$ cat config.mk
export PLATFORM = sky130hd
export DESIGN_NAME = dual_bank_sram
export DESIGN_NICKNAME = d
export VERILOG_FILES = /design/src/rtl/dbsram_pkg.sv /design/src/rtl/dbsram_port_decode.sv /design/src/rtl/dbsram_bank_arb.sv /design/src/rtl/dbsram_bank.sv /design/src/rtl/dual_bank_sram.sv
export SDC_FILE = /design/constraint.sdc
export NUM_CORES = 2
export LEC_CHECK = 0
export ABC_CLOCK_PERIOD_IN_PS = 5250
export BUFFER_PORTS_ARGS = -buffer_cell sky130_fd_sc_hd__clkbuf_2
export CAP_MARGIN = 5
export CORE_UTILIZATION = 30
export CTS_CLUSTER_DIAMETER = 30
export DETAILED_ROUTE_END_ITERATION = 10
export PLACE_DENSITY_LB_ADDON = 0.1
export SLEW_MARGIN = 20
export SYNTH_ARGS = -nofsm -noshare
export SYNTH_HDL_FRONTEND = slang
export SYNTH_HIERARCHICAL = 1
export SYNTH_SLANG_ARGS = --single-unit
$ cat constraint.sdc
create_clock -name clk -period 5.25 [get_ports clk]
set_clock_uncertainty 0.15 [all_clocks]
set_input_delay 0.525 -clock clk [delete_from_list [all_inputs] [get_ports clk]]
set_output_delay 0.525 -clock clk [all_outputs]
set_load 0.01 [all_outputs]
$ cat src/rtl/dbsram_pkg.sv
// Shared definitions for the dual-bank SRAM interconnect.
// Assumes a 32-bit data path split into four byte lanes.
package dbsram_pkg;
    localparam int LANES  = 4;
    localparam int DATA_W = 8 * LANES;

    typedef enum logic [1:0] {
        SZ_BYTE = 2'd0,
        SZ_HALF = 2'd1,
        SZ_WORD = 2'd2,
        SZ_RSVD = 2'd3
    } acc_size_e;
endpackage

$ cat src/rtl/dbsram_port_decode.sv
// Decodes one master's request.
// Produces the bank select, the word index inside that bank and the byte strobes.
// Flags requests that are misaligned, use the reserved size, or fall outside the window.
// Assumes BASE and BANK0_BYTES are multiples of 4.
module dbsram_port_decode #(
    parameter int          ADDR_W      = 32,
    parameter logic [31:0] BASE        = 32'h2000_0000,
    parameter int          BANK0_BYTES = 256,
    parameter int          BANK1_BYTES = 128,
    parameter int          IDX_W       = 6
) (
    input  logic              req,
    input  logic [ADDR_W-1:0] addr,
    input  logic [1:0]        size,
    output logic              valid,
    output logic              fault,
    output logic              bank,
    output logic [IDX_W-1:0]  idx,
    output logic [3:0]        be
);
    import dbsram_pkg::*;

    localparam logic [ADDR_W-1:0] SPAN   = ADDR_W'(BANK0_BYTES + BANK1_BYTES);
    localparam logic [ADDR_W-1:0] SPLIT  = ADDR_W'(BANK0_BYTES);
    localparam logic [IDX_W-1:0]  B0_WDS = IDX_W'(BANK0_BYTES / 4);

    logic [ADDR_W-1:0] offset;
    logic              in_win;
    logic              aligned;
    acc_size_e         sz;

    // Offset into the window, window hit and bank split.
    always_comb begin
        offset = addr - BASE[ADDR_W-1:0];
        in_win = offset < SPAN;
        bank   = offset >= SPLIT;
        idx    = offset[IDX_W+1:2] - (bank ? B0_WDS : '0);
    end

    // Alignment check and byte-strobe pattern from size and low offset bits.
    always_comb begin
        sz = acc_size_e'(size);
        unique case (sz)
            SZ_BYTE: begin aligned = 1'b1;             be = 4'b0001 << offset[1:0]; end
            SZ_HALF: begin aligned = ~offset[0];       be = 4'b0011 << offset[1:0]; end
            SZ_WORD: begin aligned = offset[1:0] == 0; be = 4'b1111;                end
            default: begin aligned = 1'b0;             be = 4'b0000;                end
        endcase
        valid = req & in_win & aligned;
        fault = req & ~(in_win & aligned);
    end
endmodule

$ cat src/rtl/dbsram_bank_arb.sv
// Fixed-priority arbiter for one bank.
// The CPU port always wins. The DMA port is granted only when the CPU is not on this bank.
module dbsram_bank_arb #(
    parameter bit BANK_ID = 1'b0
) (
    input  logic clk,
    input  logic rst_n,
    input  logic cpu_valid,
    input  logic cpu_bank,
    input  logic dma_valid,
    input  logic dma_bank,
    output logic gnt_cpu,
    output logic gnt_dma
);
    logic hit_cpu, hit_dma;

    // Bank hits and the priority decision.
    always_comb begin
        hit_cpu = cpu_valid && (cpu_bank == BANK_ID);
        hit_dma = dma_valid && (dma_bank == BANK_ID);
        gnt_cpu = hit_cpu;
        gnt_dma = hit_dma && !hit_cpu;
    end

    // a DMA request on this bank is granted exactly when the CPU is absent from it.
    p_dma_yields_r6: assert property (@(posedge clk) disable iff (!rst_n)
        (dma_valid && dma_bank == BANK_ID) |-> (gnt_dma != (cpu_valid && cpu_bank == BANK_ID)));
endmodule

$ cat src/rtl/dbsram_bank.sv
// One single-port SRAM bank with per-lane write strobes and a registered read word.
// Assumes idx is below WORDS whenever en is high. Memory contents are not reset.
module dbsram_bank #(
    parameter int WORDS = 64,
    localparam int BIDX = (WORDS > 1) ? $clog2(WORDS) : 1
) (
    input  logic            clk,
    input  logic            rst_n,
    input  logic            en,
    input  logic            we,
    input  logic [BIDX-1:0] idx,
    input  logic [3:0]      be,
    input  logic [31:0]     wdata,
    output logic [31:0]     q
);
    logic [31:0] mem [WORDS];

    // Strobed lane writes and the registered read word.
    always_ff @(posedge clk) begin
        if (en && we) begin
            for (int l = 0; l < 4; l++) begin
                if (be[l]) mem[idx][8*l +: 8] <= wdata[8*l +: 8];
            end
        end
        if (en && !we) q <= mem[idx];
    end

    // a write reaches the bank only with a byte, half-word or word lane shape.
    p_lane_shape_r2: assert property (@(posedge clk) disable iff (!rst_n)
        (en && we) |-> (be == 4'b0001 || be == 4'b0010 || be == 4'b0100 || be == 4'b1000 ||
                        be == 4'b0011 || be == 4'b1100 || be == 4'b1111));
endmodule

$ cat src/rtl/dual_bank_sram.sv
// Two-bank SRAM shared by a CPU port and a DMA port.
// Each bank has its own arbiter, so the two ports run in parallel on different banks.
// Uncontended accesses complete in the cycle they are presented.
// Read data returns one cycle later, masked to the addressed lanes.
// Assumes a masters holds a request steady until ready.
module dual_bank_sram #(
    parameter int          ADDR_W      = 32,
    parameter logic [31:0] BASE        = 32'h2000_0000,
    parameter int          BANK0_BYTES = 256,
    parameter int          BANK1_BYTES = 128
) (
    input  logic              clk,
    input  logic              rst_n,
    input  logic              cpu_req,
    input  logic              cpu_we,
    input  logic [1:0]        cpu_size,
    input  logic [ADDR_W-1:0] cpu_addr,
    input  logic [31:0]       cpu_wdata,
    output logic              cpu_ready,
    output logic              cpu_fault,
    output logic [31:0]       cpu_rdata,
    input  logic              dma_req,
    input  logic              dma_we,
    input  logic [1:0]        dma_size,
    input  logic [ADDR_W-1:0] dma_addr,
    input  logic [31:0]       dma_wdata,
    output logic              dma_ready,
    output logic              dma_fault,
    output logic [31:0]       dma_rdata
);
    localparam int NPORT  = 2;
    localparam int W0     = BANK0_BYTES / 4;
    localparam int W1     = BANK1_BYTES / 4;
    localparam int WMAX   = (W0 > W1) ? W0 : W1;
    localparam int IDX_W  = (WMAX > 1) ? $clog2(WMAX) : 1;

    logic              p_req   [NPORT];
    logic              p_we    [NPORT];
    logic [1:0]        p_size  [NPORT];
    logic [ADDR_W-1:0] p_addr  [NPORT];
    logic [31:0]       p_wdata [NPORT];
    logic              p_valid [NPORT];
    logic              p_fault [NPORT];
    logic              p_bank  [NPORT];
    logic [IDX_W-1:0]  p_idx   [NPORT];
    logic [3:0]        p_be    [NPORT];
    logic              p_gnt   [NPORT];
    logic              p_ready [NPORT];
    logic [31:0]       p_rdata [NPORT];

    logic              rd_valid [NPORT];
    logic              rd_bank  [NPORT];
    logic [3:0]        rd_be    [NPORT];

    logic        b_gc [2];
    logic        b_gd [2];
    logic [31:0] b_q  [2];

    // Gather the two masters into port-indexed arrays; reset masks requests.
    always_comb begin
        p_req[0] = cpu_req & rst_n;  p_we[0] = cpu_we;  p_size[0] = cpu_size;
        p_addr[0] = cpu_addr;        p_wdata[0] = cpu_wdata;
        p_req[1] = dma_req & rst_n;  p_we[1] = dma_we;  p_size[1] = dma_size;
        p_addr[1] = dma_addr;        p_wdata[1] = dma_wdata;
    end

    for (genvar p = 0; p < NPORT; p++) begin : g_port
        dbsram_port_decode #(
            .ADDR_W(ADDR_W), .BASE(BASE), .BANK0_BYTES(BANK0_BYTES),
            .BANK1_BYTES(BANK1_BYTES), .IDX_W(IDX_W)
        ) u_dec (
            .req(p_req[p]), .addr(p_addr[p]), .size(p_size[p]),
            .valid(p_valid[p]), .fault(p_fault[p]), .bank(p_bank[p]),
            .idx(p_idx[p]), .be(p_be[p])
        );

        // Completion: a faulted request is dropped at once; a valid one needs its grant.
        always_comb begin
            p_gnt[p]   = (p == 0) ? (b_gc[0] | b_gc[1]) : (b_gd[0] | b_gd[1]);
            p_ready[p] = p_fault[p] | (p_valid[p] & p_gnt[p]);
        end

        // Remember an accepted read so its data can be steered next cycle.
        always_ff @(posedge clk) begin
            if (!rst_n) begin
                rd_valid[p] <= 1'b0;
                rd_bank[p]  <= 1'b0;
                rd_be[p]    <= 4'b0000;
            end else begin
                rd_valid[p] <= p_valid[p] & p_gnt[p] & ~p_we[p];
                rd_bank[p]  <= p_bank[p];
                rd_be[p]    <= p_be[p];
            end
        end

        // Return the bank word with lanes outside the access forced to zero.
        always_comb begin
            for (int l = 0; l < 4; l++) begin
                p_rdata[p][8*l +: 8] = (rd_valid[p] && rd_be[p][l])
                                       ? b_q[rd_bank[p]][8*l +: 8] : 8'h00;
            end
        end
    end

    for (genvar b = 0; b < 2; b++) begin : g_bank
        localparam int WB   = (b == 0) ? W0 : W1;
        localparam int BIDX = (WB > 1) ? $clog2(WB) : 1;
        logic sel;

        dbsram_bank_arb #(.BANK_ID(b[0])) u_arb (
            .clk(clk), .rst_n(rst_n),
            .cpu_valid(p_valid[0]), .cpu_bank(p_bank[0]),
            .dma_valid(p_valid[1]), .dma_bank(p_bank[1]),
            .gnt_cpu(b_gc[b]), .gnt_dma(b_gd[b])
        );

        // Pick the granted port's controls for this bank.
        always_comb sel = b_gd[b];

        dbsram_bank #(.WORDS(WB)) u_mem (
            .clk(clk), .rst_n(rst_n),
            .en(b_gc[b] | b_gd[b]),
            .we(p_we[sel]),
            .idx(p_idx[sel][BIDX-1:0]),
            .be(p_be[sel]),
            .wdata(p_wdata[sel]),
            .q(b_q[b])
        );
    end

    // Drive the master-facing outputs.
    always_comb begin
        cpu_ready = p_ready[0];  cpu_fault = p_fault[0];  cpu_rdata = p_rdata[0];
        dma_ready = p_ready[1];  dma_fault = p_fault[1];  dma_rdata = p_rdata[1];
    end

    // the CPU never waits.
    p_cpu_no_wait_r4: assert property (@(posedge clk) disable iff (!rst_n)
        cpu_req |-> cpu_ready);

    // valid requests to different banks are served together.
    p_split_both_r5: assert property (@(posedge clk) disable iff (!rst_n)
        (p_valid[0] && p_valid[1] && p_bank[0] != p_bank[1]) |-> (cpu_ready && dma_ready));

    // on a same-bank pair the CPU completes and the DMA port is held.
    p_cpu_wins_r6: assert property (@(posedge clk) disable iff (!rst_n)
        (p_valid[0] && p_valid[1] && p_bank[0] == p_bank[1]) |-> (cpu_ready && !dma_ready));

    // read data stays zero unless an unfaulted read was accepted one cycle earlier.
    p_cpu_rdata_quiet_r8: assert property (@(posedge clk) disable iff (!rst_n)
        !$past(cpu_req && cpu_ready && !cpu_we && !cpu_fault) |-> (cpu_rdata == 32'h0));
    p_dma_rdata_quiet_r8: assert property (@(posedge clk) disable iff (!rst_n)
        !$past(dma_req && dma_ready && !dma_we && !dma_fault) |-> (dma_rdata == 32'h0));
endmodule

==> metrics.md <==
| Metric | Value |
|---|---|
| Status | finished clean |
| Total global-route track usage | 0.216 |
| Ratio of cells with drive above 1 in the final layout | 0.272 |
| Pin count of the biggest net entering global routing | 86 |
| Setup bufs post-CTS | 0 |
| Vias in the first global route | 77400 |
| Total grt overflow | 0 |
| Hold WC Path Type | input pin to register |
| Post-Layout Cell Count | 14700 |
| Clk sink count | 3148 |
| Nets | 8765 |
| Static leakage | 56.2 nW |
| Yosys warns | 6 |
| Post-synthesis net count | 7373 |
| Fin crit period | 4.66 ns |
| RSZ-0062 raised after global routing | false |
| Starting Density | 0.302 |
| Final period util | 0.887 |
| Cells along the critical path | dlygate4sd3_1 -> clkbuf_2 -> and2_1 -> and4_1 -> nor2b_4 -> nor3b_4 -> buf_12 -> mux2_8 -> buf_12 -> inv_4 -> nor3_2 -> buf_12 -> buf_4 -> a22oi_1 -> a31oi_1 -> nor4_1 -> buf_4 -> nand4_1 |
| Register-to-Register Path Depth | 8 |
| Netlist Area Pre-Place | 0.124 mm² |
| # port buffers | 205 |
| DRT Wirelength | 459000 µm |
| Placed Cells | 13300 |
| Clock latency on the worst-skew pair | 1.09 ns |
| Initial antenna violation count | 27 |
| CTS max path bufs | 4 |
| Worst Path Required | 5.89 ns |
| Critical R2R Launch | g_bank[0].u_mem/mem[39][18] |
| Die X | 644 µm |
| Post-place setup slack | -0.204 ns |
| Endpoints failing setup | 0 |
| H-tree depth | 6 |
| Slowest CP cell | dlygate4sd3_1 |
| # IOs | 206 |
| Detailed Routing Iterations Pass 1 | 6 |
| Worst Setup SP | rst_n |
| Ys flop type | edfxtp_1 |
| Drt drc | 0 |
| Slew @ Worst Pin | 1.11 ns |
| Slew HR | 0.258 |
| Overall die height | 644 µm |
| Via count | 75600 |
| Vias per std cell | 5.14 |
| First-pass GRT wire length | 630000 µm |
| Top post-synthesis cells by area | edfxtp_1 (76%), mux2i_1 (6.4%), o22ai_1 (2.1%) |
| Post-synthesis cell count | 7233 |
| Placed Instance Area | 0.138 mm² |
| Average wire per standard cell | 31.2 µm |
| Max Cap Violations | 0 |
| Post-DRT Antenna Nets | 0 |
| Commonest cells after routing, fill and taps aside | edfxtp_1 (3136), mux2i_1 (790), buf_4 (778), clkbuf_16 (737), nor2_1 (584) |
| Most used cell, CP | buf_12 |
| Power density cells | 465 mW/mm² |
| Routability cong. | 0.850 |
| Max VDD drop | 0.000383 V |
| Setup WS post-layout | 0.592 ns |
| FF-to-FF setup slack | 2.75 ns |
| Startpoint Class | input pin |
| Die ar. | 0.415 mm² |
| CTS Root Cell | clkbuf_16 |
| Area grow syn2layout | 32.1% |
| Post-synth cell types | 70 |
| Most common cell after layout, fill and taps aside | edfxtp_1 |
| Final setup TNS | 0 ns |
| Post-DP HPWL | 317000 µm |
| Layout Utilization | 0.398 |
| Top cell type's share of synthesized area | 0.762 |
| Clk pin slew, worst setup/hold paths | 0.05 ns |
| DRC marker count from the first detailed-route iteration | 6799 |
| EDFF count, synth | 3136 |
| Async S/R FF share, synth | 0 |
| Core Area | 0.410 mm² |
| Rows | 235 |
| Final hold vios | 0 |
| Slowest stage delay, CP | 0.64 ns |
| WS Path Type | input pin to register |
| Power consumption | 75.9 mW |
| Top achievable clock speed | 215 MHz |
| Sequential-to-total area share from yosys stat | 0.764 |
| Resized Gates After CTS | 0 |
| Hold Slack | 0.0527 ns |
| Type of destination of the critical path | register |
| Worst Path Max Fanout | 18 |
| Yosys reg bits | 3148 |
| Critical path capture point | g_bank[0].u_mem/q[10] |
| Num CTS Buffers | 729 |
| Cell taking the most area after synthesis | edfxtp_1 |
| Syn_area_per_cell | 17.1 µm² |
| Worst EP arrival | 5.29 ns |
| Non-Filler Cell Area, Final | 0.163 mm² |
| CTS tree | built |
| Max Slew Vio Count | 0 |
| FF-to-FF End | g_bank[0].u_mem/q[18] |
[logic make-up after synthesis]
| kind of cell | Yosys count | share of synthesized area |
|---|---|---|
| DFF | 3148 | 0.764 |
| AOI/OAI and AO/OA | 1434 | 0.0832 |
| and+or+nand+nor | 1100 | 0.0401 |
| muxes | 1015 | 0.0912 |
| buffers and inverters | 532 | 0.0215 |
| xor gates and xnor gates | 2 | 0.000142 |
| adders and majority gates | 2 | 0.000202 |
[synthesized netlist by cell type, drive strengths merged (5+ instances only)]
| library cell | number |
|---|---|
| mux2 | 177 |
| a221oi | 235 |
| a21o | 14 |
| mux2i | 790 |
| nand4bb | 6 |
| a22oi | 348 |
| o221ai | 34 |
| nand2 | 194 |
| and3 | 5 |
| mux4 | 48 |
| nand4b | 17 |
| nor3 | 70 |
| nor3b | 8 |
| a32oi | 13 |
| a211oi | 44 |
| buf | 289 |
| nand2b | 10 |
| a222oi | 14 |
| a31oi | 20 |
| nor2 | 600 |
| edfxtp | 3136 |
| clkbuf | 235 |
| dfxtp | 12 |
| and2 | 18 |
| o22a | 18 |
| nor4 | 100 |
| o21ai | 78 |
| a21oi | 106 |
| inv | 8 |
| nand3 | 14 |
| a22o | 44 |
| nand4 | 18 |
| o211ai | 15 |
| a221o | 18 |
| or2 | 5 |
| o22ai | 422 |
| nor2b | 13 |
[layout make-up]
class / instances / area (µm²)
Antenna cell: 16 / 40.0
Clock buffer: 849 / 18900
Clock inverter: 499 / 5920
Fill cell: 37700 / 247000
Inverter: 8 / 37.5
Multi-Input combinational cell: 3553 / 26800
Sequential cell: 3148 / 94400
Tap cell: 5451 / 6820
Timing Repair Buffer: 1185 / 10300
[per-layer routing]
layer	part of all wire	vias up	track usage
met4	0.027	12	0.0611
li1	-	32500	-
met5	0.00017	-	0
met3	0.050	636	0.0323
met2	0.49	2484	0.368
met1	0.43	39900	0.285
[flip-flops by register name, summed over array words and instances (netlist names)]
signal,cells
rd_valid,2
g_bank.u_mem/mem,3072
rd_bank,2
g_bank.u_mem/q,64
rd_be,8
[worst min path at each step]
| stage | start | endpoint | slack [ns] | depth (start not counted) |
|---|---|---|---|---|
| floorplan | cpu_we | rd_valid[0] | 0.45 | 1 |
| detailed placement | g_bank[0].u_mem/mem[63][7] | g_bank[0].u_mem/q[7] | 0.53 | 3 |
| global route | cpu_wdata[3] | g_bank[1].u_mem/mem[5][3] | 0.07 | 2 |
| CTS | dma_addr[0] | rd_be[1][2] | 0.002 | 4 |
| finish | dma_wdata[23] | g_bank[1].u_mem/mem[20][23] | 0.05 | 2 |
| global placement | g_bank[0].u_mem/mem[63][15] | g_bank[0].u_mem/q[15] | 0.53 | 3 |
[critical path: cells and delay by family]
family | cells | cell delay, ns
AOI/OAI and AO/OA | 2 | 0.41
and+or+nand+nor | 7 | 1.66
buffers and inverters | 8 | 2.13
muxes | 1 | 0.47
[timing repair]
action	4_1_cts	5_1_grt
endpoints found under the setup margin	0	0
hold buffers	58	0
endpoints found under the hold margin	180	0
[power by group]
group          switching [mW]  internal [mW]
sequential             0.0108           27.8
combinational            2.05           1.03
clock                    14.6           30.5
total                    16.7           59.2
No activity file was read; power rests on OpenSTA's default activity.
